### src/rtl/hash224_pkg.sv
`timescale 1ns/1ps
package hash224_pkg;

    localparam int WORD_W       = 32;
    localparam int N_ROUNDS     = 64;
    localparam int WIN_DEPTH    = 16;
    localparam int DIGEST_WORDS = 7;
    localparam int BLOCK_W      = WORD_W * WIN_DEPTH;
    localparam int DIGEST_W     = WORD_W * DIGEST_WORDS;
    localparam int RIDX_W       = $clog2(N_ROUNDS);
    localparam int WIDX_W       = $clog2(WIN_DEPTH);

    typedef logic [WORD_W-1:0] word_t;

    // Eight working / chaining words, a is word 0
    typedef struct packed {
        word_t a, b, c, d, e, f, g, h;
    } work_t;

    typedef enum logic [1:0] {
        PH_IDLE,
        PH_ROUND,
        PH_FOLD
    } phase_e;

    localparam work_t IV224 = '{
        a: 32'hc1059ed8, b: 32'h367cd507, c: 32'h3070dd17, d: 32'hf70e5939,
        e: 32'hffc00b31, f: 32'h68581511, g: 32'h64f98fa7, h: 32'hbefa4fa4
    };

    localparam word_t KTAB [N_ROUNDS] = '{
        32'h428a2f98, 32'h71374491, 32'hb5c0fbcf, 32'he9b5dba5,
        32'h3956c25b, 32'h59f111f1, 32'h923f82a4, 32'hab1c5ed5,
        32'hd807aa98, 32'h12835b01, 32'h243185be, 32'h550c7dc3,
        32'h72be5d74, 32'h80deb1fe, 32'h9bdc06a7, 32'hc19bf174,
        32'he49b69c1, 32'hefbe4786, 32'h0fc19dc6, 32'h240ca1cc,
        32'h2de92c6f, 32'h4a7484aa, 32'h5cb0a9dc, 32'h76f988da,
        32'h983e5152, 32'ha831c66d, 32'hb00327c8, 32'hbf597fc7,
        32'hc6e00bf3, 32'hd5a79147, 32'h06ca6351, 32'h14292967,
        32'h27b70a85, 32'h2e1b2138, 32'h4d2c6dfc, 32'h53380d13,
        32'h650a7354, 32'h766a0abb, 32'h81c2c92e, 32'h92722c85,
        32'ha2bfe8a1, 32'ha81a664b, 32'hc24b8b70, 32'hc76c51a3,
        32'hd192e819, 32'hd6990624, 32'hf40e3585, 32'h106aa070,
        32'h19a4c116, 32'h1e376c08, 32'h2748774c, 32'h34b0bcb5,
        32'h391c0cb3, 32'h4ed8aa4a, 32'h5b9cca4f, 32'h682e6ff3,
        32'h748f82ee, 32'h78a5636f, 32'h84c87814, 32'h8cc70208,
        32'h90befffa, 32'ha4506ceb, 32'hbef9a3f7, 32'hc67178f2
    };

    function automatic word_t round_k(input logic [RIDX_W-1:0] idx);
        return KTAB[idx];
    endfunction

    function automatic word_t rotr(input word_t x, input int n);
        return (x >> n) | (x << (WORD_W - n));
    endfunction

    function automatic word_t big_s0(input word_t x);
        return rotr(x, 2) ^ rotr(x, 13) ^ rotr(x, 22);
    endfunction

    function automatic word_t big_s1(input word_t x);
        return rotr(x, 6) ^ rotr(x, 11) ^ rotr(x, 25);
    endfunction

    function automatic word_t small_s0(input word_t x);
        return rotr(x, 7) ^ rotr(x, 18) ^ (x >> 3);
    endfunction

    function automatic word_t small_s1(input word_t x);
        return rotr(x, 17) ^ rotr(x, 19) ^ (x >> 10);
    endfunction

    function automatic word_t choose(input word_t x, input word_t y, input word_t z);
        return (x & y) ^ (~x & z);
    endfunction

    function automatic word_t major(input word_t x, input word_t y, input word_t z);
        return (x & y) ^ (x & z) ^ (y & z);
    endfunction

    function automatic work_t fold_add(input work_t x, input work_t y);
        work_t r;
        r.a = x.a + y.a;
        r.b = x.b + y.b;
        r.c = x.c + y.c;
        r.d = x.d + y.d;
        r.e = x.e + y.e;
        r.f = x.f + y.f;
        r.g = x.g + y.g;
        r.h = x.h + y.h;
        return r;
    endfunction

    function automatic logic [DIGEST_W-1:0] digest_of(input work_t s);
        return {s.a, s.b, s.c, s.d, s.e, s.f, s.g};
    endfunction

endpackage

### src/rtl/h224_msg_window.sv
`timescale 1ns/1ps
module h224_msg_window
    import hash224_pkg::*;
(
    input  logic                clk,
    input  logic                load_i,
    input  logic [BLOCK_W-1:0]  block_i,
    input  logic                step_i,
    input  logic [RIDX_W-1:0]   t_i,
    output word_t               w_o
);

    word_t              win [WIN_DEPTH];
    word_t              blk_words [WIN_DEPTH];
    word_t              expanded;
    logic [WIDX_W-1:0]  slot, i2, i7, i15;

    // Word j of the block, big-endian: word 0 is the top 32 bits
    for (genvar j = 0; j < WIN_DEPTH; j++) begin : g_split
        assign blk_words[j] = block_i[BLOCK_W-1-WORD_W*j -: WORD_W];
    end

    assign slot = t_i[WIDX_W-1:0];
    assign i2   = slot - WIDX_W'(2);
    assign i7   = slot - WIDX_W'(7);
    assign i15  = slot - WIDX_W'(15);

    // The slot being overwritten still holds W[t-16]
    assign expanded = small_s1(win[i2]) + win[i7] + small_s0(win[i15]) + win[slot];
    assign w_o      = (t_i < RIDX_W'(WIN_DEPTH)) ? win[slot] : expanded;

    always_ff @(posedge clk) begin
        for (int j = 0; j < WIN_DEPTH; j++) begin
            if (load_i) begin
                win[j] <= blk_words[j];
            end else if (step_i && (slot == WIDX_W'(j))) begin
                win[j] <= w_o;
            end
        end
    end

endmodule

### src/rtl/h224_round_step.sv
`timescale 1ns/1ps
module h224_round_step
    import hash224_pkg::*;
(
    input  work_t cur_i,
    input  word_t k_i,
    input  word_t w_i,
    output work_t nxt_o
);

    word_t t1, t2;

    always_comb begin
        t1 = cur_i.h + big_s1(cur_i.e) + choose(cur_i.e, cur_i.f, cur_i.g) + k_i + w_i;
        t2 = big_s0(cur_i.a) + major(cur_i.a, cur_i.b, cur_i.c);
        nxt_o.a = t1 + t2;
        nxt_o.b = cur_i.a;
        nxt_o.c = cur_i.b;
        nxt_o.d = cur_i.c;
        nxt_o.e = cur_i.d + t1;
        nxt_o.f = cur_i.e;
        nxt_o.g = cur_i.f;
        nxt_o.h = cur_i.g;
    end

endmodule

### src/rtl/h224_sequencer.sv
`timescale 1ns/1ps
module h224_sequencer
    import hash224_pkg::*;
(
    input  logic              clk,
    input  logic              rst,
    input  logic              start_i,
    output logic              load_o,
    output logic              round_en_o,
    output logic              fold_en_o,
    output logic              busy_o,
    output logic [RIDX_W-1:0] t_o
);

    localparam logic [RIDX_W-1:0] LAST = RIDX_W'(N_ROUNDS - 1);

    phase_e            ph_q;
    logic [RIDX_W-1:0] cnt_q;

    always_ff @(posedge clk) begin
        if (rst) begin
            ph_q  <= PH_IDLE;
            cnt_q <= '0;
        end else begin
            case (ph_q)
                PH_IDLE: begin
                    if (start_i) begin
                        ph_q  <= PH_ROUND;
                        cnt_q <= '0;
                    end
                end
                PH_ROUND: begin
                    cnt_q <= cnt_q + RIDX_W'(1);
                    if (cnt_q == LAST) begin
                        ph_q <= PH_FOLD;
                    end
                end
                PH_FOLD: ph_q <= PH_IDLE;
                default: ph_q <= PH_IDLE;
            endcase
        end
    end

    assign load_o     = (ph_q == PH_IDLE) && start_i;
    assign round_en_o = (ph_q == PH_ROUND);
    assign fold_en_o  = (ph_q == PH_FOLD);
    assign busy_o     = (ph_q != PH_IDLE);
    assign t_o        = cnt_q;

endmodule

### src/rtl/hash224_round_engine.sv
`timescale 1ns/1ps
module hash224_round_engine
    import hash224_pkg::*;
(
    input  logic                clk,
    input  logic                rst,
    input  logic                start_i,
    input  logic                init_i,
    input  logic [BLOCK_W-1:0]  block_i,
    output logic                done_o,
    output logic [DIGEST_W-1:0] digest_o
);

    logic              load, round_en, fold_en, busy;
    logic [RIDX_W-1:0] t_idx;
    work_t             chain_q, work_q, work_nxt;
    logic              fresh_q, done_q;
    word_t             w_cur, k_cur;

    h224_sequencer u_seq (
        .clk        (clk),
        .rst        (rst),
        .start_i    (start_i),
        .load_o     (load),
        .round_en_o (round_en),
        .fold_en_o  (fold_en),
        .busy_o     (busy),
        .t_o        (t_idx)
    );

    h224_msg_window u_win (
        .clk     (clk),
        .load_i  (load),
        .block_i (block_i),
        .step_i  (round_en),
        .t_i     (t_idx),
        .w_o     (w_cur)
    );

    assign k_cur = round_k(t_idx);

    h224_round_step u_step (
        .cur_i (work_q),
        .k_i   (k_cur),
        .w_i   (w_cur),
        .nxt_o (work_nxt)
    );

    // fresh_q marks a block started from the fixed values, so the visible
    // chaining value is left alone until the fold.
    always_ff @(posedge clk) begin
        if (rst) begin
            chain_q <= IV224;
            work_q  <= '0;
            fresh_q <= 1'b0;
            done_q  <= 1'b0;
        end else begin
            done_q <= fold_en;
            if (load) begin
                fresh_q <= init_i;
                work_q  <= init_i ? IV224 : chain_q;
            end else if (round_en) begin
                work_q <= work_nxt;
            end
            if (fold_en) begin
                chain_q <= fold_add(fresh_q ? IV224 : chain_q, work_q);
            end
        end
    end

    assign done_o   = done_q;
    assign digest_o = digest_of(chain_q);

endmodule

### config.mk
export PLATFORM = sky130hd
export DESIGN_NAME = hash224_round_engine
export DESIGN_NICKNAME = d
export VERILOG_FILES = /design/src/rtl/hash224_pkg.sv /design/src/rtl/h224_msg_window.sv /design/src/rtl/h224_round_step.sv /design/src/rtl/h224_sequencer.sv /design/src/rtl/hash224_round_engine.sv
export SDC_FILE = /design/constraint.sdc
export NUM_CORES = 2
export LEC_CHECK = 0
export BUFFER_PORTS_ARGS = -buffer_cell sky130_fd_sc_hd__clkbuf_2
export CAP_MARGIN = 15
export CORE_ASPECT_RATIO = 0.8
export CORE_UTILIZATION = 56
export CTS_CLUSTER_SIZE = 30
export DETAILED_ROUTE_END_ITERATION = 7
export PLACE_DENSITY_LB_ADDON = 0.15
export SLEW_MARGIN = 20
export SYNTH_ARGS = -nofsm -noshare
export SYNTH_HDL_FRONTEND = slang
export SYNTH_SLANG_ARGS = --single-unit
### constraint.sdc
create_clock -name clk -period 19.7 [get_ports clk]
set_input_delay 3.94 -clock clk [delete_from_list [all_inputs] [get_ports clk]]
set_output_delay 3.94 -clock clk [all_outputs]
set_load 0.02 [all_outputs]
# After elaboration in Yosys (flattened, before gate mapping)
# Memories as Yosys holds them, arrays and structs flattened. A register that Yosys moved wholly into a read port is not among the register bits.
# Index checks and enable logic that the tools add are counted.
[word_totals]
ff_bits = 522
ram_bits = 512
rom_bits = 2048
in_bits = 516
output_inout_bits = 225
mem_count = 2
[memory_table]
columns = ["name", "words", "width", "rd", "rd_clocked_by_memory_dff", "wr", "line", "text"]
rows = [
  ["(no name shown)", 64, 32, 1, 0, 0, "hash224_pkg.sv:51", "return KTAB[idx];"],
  ["u_win.win", 16, 32, 4, 1, 16, "h224_msg_window.sv:13", "word_t win [WIN_DEPTH];"],
]
[classes]
add_sub_neg = 22
n_lt_le_gt_ge = 2
eq_ne = 20
muxes = 80
bitwise = 44
reduce_logical = 23
[op_table]
columns = ["op", "n"]
rows = [
  ["$mux W256", 4],
  ["$mux W32", 19],
  ["$add A32 B32 Y32", 18],
  ["$xor A32 B32 Y32", 9],
  ["$and A32 B32 Y32", 5],
  ["$mux W1", 50],
  ["$eq A4 B4 Y1 const B", 8],
  ["$not A32 Y32", 1],
  ["$or A10 B32 Y32", 1],
  ["$or A13 B32 Y32", 1],
  ["$or A14 B32 Y32", 1],
  ["$or A15 B32 Y32", 1],
  ["$or A19 B32 Y32", 1],
  ["$or A21 B32 Y32", 1],
  ["$or A25 B32 Y32", 1],
  ["$or A26 B32 Y32", 1],
  ["$or A30 B32 Y32", 1],
  ["$or A7 B32 Y32", 1],
  ["$xor A32 B22 Y32", 1],
  ["$xor A32 B29 Y32", 1],
  ["$logic_and A1 B1 Y1", 17],
  ["$eq A4 B3 Y1 const B", 4],
  ["$or A1 B1 Y1", 16],
  ["$pmux W6 S2", 1],
  ["other kinds (21)", 27],
]

# Logic depth before layout (Yosys ltp)
# An unclocked memory read counts as a cell.
[depth]
ltp_word = 13
ltp_mapped = 56
depth_no_buf = 49

# Cells and area by module
# Synthesis repeated with hierarchy kept, for this count alone.
[hier_totals]
hier_cells = 9726
area_unflattened_um2 = 88284.7
[modules_own_cells]
columns = ["module", "n_inst", "cells_each", "area_each_um2", "seq_area_each_um2"]
rows = [
  ["hash224_round_engine", 1, 4961, 38760.9, 10289.9],
  ["h224_msg_window", 1, 3311, 37668.6, 15374.7],
  ["h224_round_step", 1, 1409, 11459.7, 0.0],
  ["h224_sequencer", 1, 45, 395.4, 160.2],
]

# Least setup slack after synthesis
# Ideal clock, no wire load.
[synth_path]
path_kind = "flip-flop to flip-flop"
start = "register u_seq.cnt_q[1], in the netlist u_seq.t_o[1]"
end = "register work_q[253] (netlist name)"
setup_ps = 115
t_arrival_ps = 13567
required_ps = 19585
slack_ps = 6019
stages_incl_launch_ff = 54
path_buffers = 10
path_cell_list = "dfxtp_1 > clkbuf_1 > clkbuf_1 > clkbuf_1 > clkbuf_1 > inv_1 > ha_1 > buf_2 > clkbuf_1 > clkbuf_1 > clkbuf_1 > clkbuf_1 > mux4_2 > mux4_2 > xnor2_1 > xnor2_1 > fa_1 > inv_1 > (+18 left out) > a21oi_1 > xnor2_1 > inv_1 > fa_1 > inv_1 > ha_1 > and3_1 > and3_1 > a32oi_1 > nand2_1 > o211a_1 > o21a_1 > o21ai_0 > o21ai_0 > a31o_2 > a31oi_1 > xor2_1 > a2111oi_0"
[synth_between]
elab_chain_cells = 13
[synth_rtl]
columns = ["element", "line", "text"]
rows = [
  ["from (decl)", "h224_sequencer.sv:18", "logic [RIDX_W-1:0] cnt_q;"],
  ["from (signal assigned)", "h224_sequencer.sv:33", "cnt_q <= cnt_q + RIDX_W'(1);"],
  ["$sub A4 B2 Y4", "h224_msg_window.sv:24", "assign i2 = slot - WIDX_W'(2);"],
  ["$mem_v2 Z16 W32", "--", ""],
  ["$or A15 B32 Y32 / $or A13 B32 Y32 (equally long branches)", "hash224_pkg.sv:55", "return (x >> n) | (x << (WORD_W - n));"],
  ["$xor A32 B32 Y32", "hash224_pkg.sv:71", "return rotr(x, 17) ^ rotr(x, 19) ^ (x >> 10);"],
  ["$xor A32 B22 Y32", "hash224_pkg.sv:71", ""],
  ["$add A32 B32 Y32 (3 in a row)", "h224_msg_window.sv:29", "assign expanded = small_s1(win[i2]) + win[i7] + small_s0(win[i15]) + win[slot];"],
  ["$mux W32", "h224_msg_window.sv:30", "assign w_o = (t_i < RIDX_W'(WIN_DEPTH)) ? win[slot] : expanded;"],
  ["$add A32 B32 Y32 (*)", "h224_round_step.sv:14", "t1 = cur_i.h + big_s1(cur_i.e) + choose(cur_i.e, cur_i.f, cur_i.g) + k_i + w_i;"],
  ["$add A32 B32 Y32 (*)", "h224_round_step.sv:16", "nxt_o.a = t1 + t2;"],
  ["$mux W256 (*)", "hash224_round_engine.sv:62", "end else if (round_en) begin"],
  ["$mux W256 (*)", "hash224_round_engine.sv:59", "if (load) begin"],
  ["to (signal assigned)", "hash224_round_engine.sv:61", "work_q <= init_i ? IV224 : chain_q;"],
  ["to (signal assigned)", "hash224_round_engine.sv:63", "work_q <= work_nxt;"],
  ["to (decl)", "hash224_round_engine.sv:16", "work_t chain_q, work_q, work_nxt;"],
]
# Every way passes the cells marked *; elsewhere a longest branch is shown, timed or not. The select of a mux whose other input is x is not followed.
# A chain may end at the register's enable or synchronous reset.

# Final worst setup path
# Ends and elaborated chain as after synthesis.

==> flow_summary.yaml <==
setup_path:
  worst_path_largest_cell_delay_ns: 0.88
  worst-path-max-fanout: 116
  reg2regPathDepth: 45
  critPathSlowestCell: "dfxtp_4"
  cp.arrival_ns: 15.81
  required_ns: 20.34
  cp-startpoint: "u_seq.t_o[1]"
  timing.rr.start: "u_seq.t_o[1]"
  crit_path_start_kind: "flip-flop"
  r2r_slack_ns: 4.53
  endpoint_kind: "flip-flop"
  crit_end: "work_q[253]"
  crit_type: "reg -> reg"
  cpMostUsedCell: "inv_1"
  r2r-end: "work_q[253]"
cells_and_area:
  num-nets-final: 10300
  final_cell_mix: "nand2_1, o21ai_0, clkbuf_2"
  multi_input_area_um2: 52500
  syn_to_final_growth_pct: 8.75
  seq_area_um2: 25900
  drive_above_1_share_pct: 19.8
  nFillCells: 12500
  final_common_cell: "nand2_1"
logic_synthesis:
  synth_seq_cells: 1038
  syn_nets: 10100
  netlist_area_um2: 83800
  ys.flop_type: "dfxtp_1"
  syn_inst: 9036
  async_reset_ff_share_pct: 0
  avgSynthCellArea_um2: 9.27
  yosysWarnings: 0
  synth_cell_type_count: 81
  synth_edf_count: 512
  ys_seq_area_share_pct: 30.9
sta:
  rsz0062_at_grt: "no"
  post-route-min-period_ns: 15.17
  setup_viol: 0
  fin_tns_setup_ns: 0
  period_share_pct: 77.0
  fmax_ghz: 0.0659
  worstMarginPinSlew_ns: 1.18
  clock_skew_ns: 0.0458
  relSlewSlack_pct: 20.7
  hold_viol_final: 0
  drv_slew: 0
die:
  row_count: 126
  die_y_um: 348
  io_pins: 741
  die_w_um: 435
  initial_core_util_pct: 56.6
  core-area_um2: 148000
  die-area_um2: 151000
detailed_routing:
  dr_total_vias: 79000
  dr.pass1.iters: 8
  ant_nets: 0
  routed_wl_um: 362000
  route.detailed.drc: 0
  viasPerCell: 7.03
  drt_iter0_markers: 12400
  avgRoutedWirePerCell_um: 32.2
min_path:
  whs_path_depth: 2
  hold_class: "reg -> reg"
cts:
  clkTransAtPathRegs_ns: 0.07
  cts_resized: 0
  post-cts-setup-buffer-count: 0
  h-tree-depth: 3
  clock-root-buffer: "clkbuf_16"
  clockBufferDepth: 3
  cts_inserted_buffers: 110
  cts_tree: "done"
  cts.sinks: 1038
  hold_buffers: 0
  insertion_delay_ns: 0.80
grt:
  antenna_found_initial: 21
  grtUsageTotal_pct: 47.1
  grt_pass1_wl_um: 517000
  gr-total-overflow: 0
  grt_pass1_vias: 73900
  grt_max_degree: 211
outcome:
  status: "finished clean"
place:
  io_buffers: 740
  gp_congestion: 1.05
  dp_hpwl_um: 264000
job:
  maxCapViolations: 0
## worst max-delay path: cells and delay by family, from the launching register on
kind	cells	cell delay, ns
AO/OA/AOI/OAI	15	3.95
XOR/XNOR	4	0.66
adder cells (fa/ha/maj)	9	4.10
buffers and inverters	8	2.14
flip-flops	1	0.88
multiplexers	3	2.07
AND/OR/NAND/NOR	6	0.99
## cell families after synthesis
logic type | count (synthesis) | synth area share (%)
muxes | 574 | 14.5
DFF | 1038 | 30.9
adders and majority gates | 604 | 10.7
xor gates and xnor gates | 554 | 5.86
AOI/OAI and AO/OA | 2327 | 17.3
buffers and inverters | 1304 | 6.88
and+or+nand+nor | 2635 | 13.9
## flip-flops by register name (all words and copies together), names as in the netlist, named ones only
| name | count |
|---|---|
| u_seq.t_o | 6 |
| digest_o | 224 |
| chain_q | 32 |
| work_q | 256 |
| u_win.win | 512 |
| u_seq.ph_q | 2 |
| fresh_q | 1 |
| done_o | 1 |
## cell usage after synthesis (all sizes together) (21+ instances only)
master	count	area share, %
nor3	207	1.2
o31ai	29	0.26
or3	32	0.24
a311oi	199	2.1
o311ai	21	0.22
or2	139	1.0
nand2	1467	6.6
o211ai	107	0.96
o21ai	780	4.7
a21o	156	1.4
o21a	60	0.54
nor2b	155	1.2
mux4	510	14
a211oi	66	0.59
ha	391	5.8
fa	195	4.7
mux2i	58	0.69
dfxtp	526	13
a21oi	610	3.6
nand2b	51	0.38
nand4	25	0.19
edfxtp	512	18
xor2	166	1.7
inv	414	1.9
and3	38	0.28
o21bai	51	0.46
nor2	328	1.5
clkbuf	580	2.6
xnor2	384	4.0
a31oi	50	0.37
nand3	126	0.75
buf	309	2.4
## area by class of cell
class                   instances  share of cell area [%]
multi-input cells            6694                    57.7
flip-flops and latches       1038                    28.5
repair buffers                893                    5.38
clock buffers                 134                    3.26
well taps                    1984                    2.72
inverters                     415                    1.71
clock inverters                73                   0.805
diodes                          3                 0.00824
## how the worst min path moves through the flow
stage / end / startpoint / slack (ns)
2_1_floorplan: chain_q[15] / chain_q[15] / 0.44
3_3_place_gp: chain_q[6] / chain_q[6] / 0.45
3_5_place_dp: chain_q[3] / chain_q[3] / 0.46
4_1_cts: chain_q[6] / chain_q[6] / 0.47
5_1_grt: chain_q[0] / chain_q[0] / 0.49
6_report: chain_q[6] / chain_q[6] / 0.47
## metrics by stage
stage	instances	utilization (%)	setup WS (ns)	hold WS, ns	cell area [µm²]
final	11200	61.6	4.53	0.475	91100
after global routing	11200	61.6	3.78	0.492	91100
after CTS	11200	61.5	4.88	0.471	91100
after detailed placement	11000	59.0	5.02	0.458	87400
after global placement	11000	59.0	5.26	0.453	87400
after floorplan	9036	-	6.02	0.441	83800
## routing by layer
| layer | track usage (%) | up-vias | part of all wire [%] |
|---|---|---|---|
| li1 | - | 32800 | - |
| met1 | 63.4 | 38100 | 37 |
| met2 | 65.0 | 6683 | 40 |
| met5 | 0.289 | - | 0.057 |
| met4 | 25.1 | 28 | 6.6 |
| met3 | 17.9 | 1341 | 16 |
Power is not shown: default switching activity piles up to over one toggle a cycle in this logic, so the estimate is an artifact.
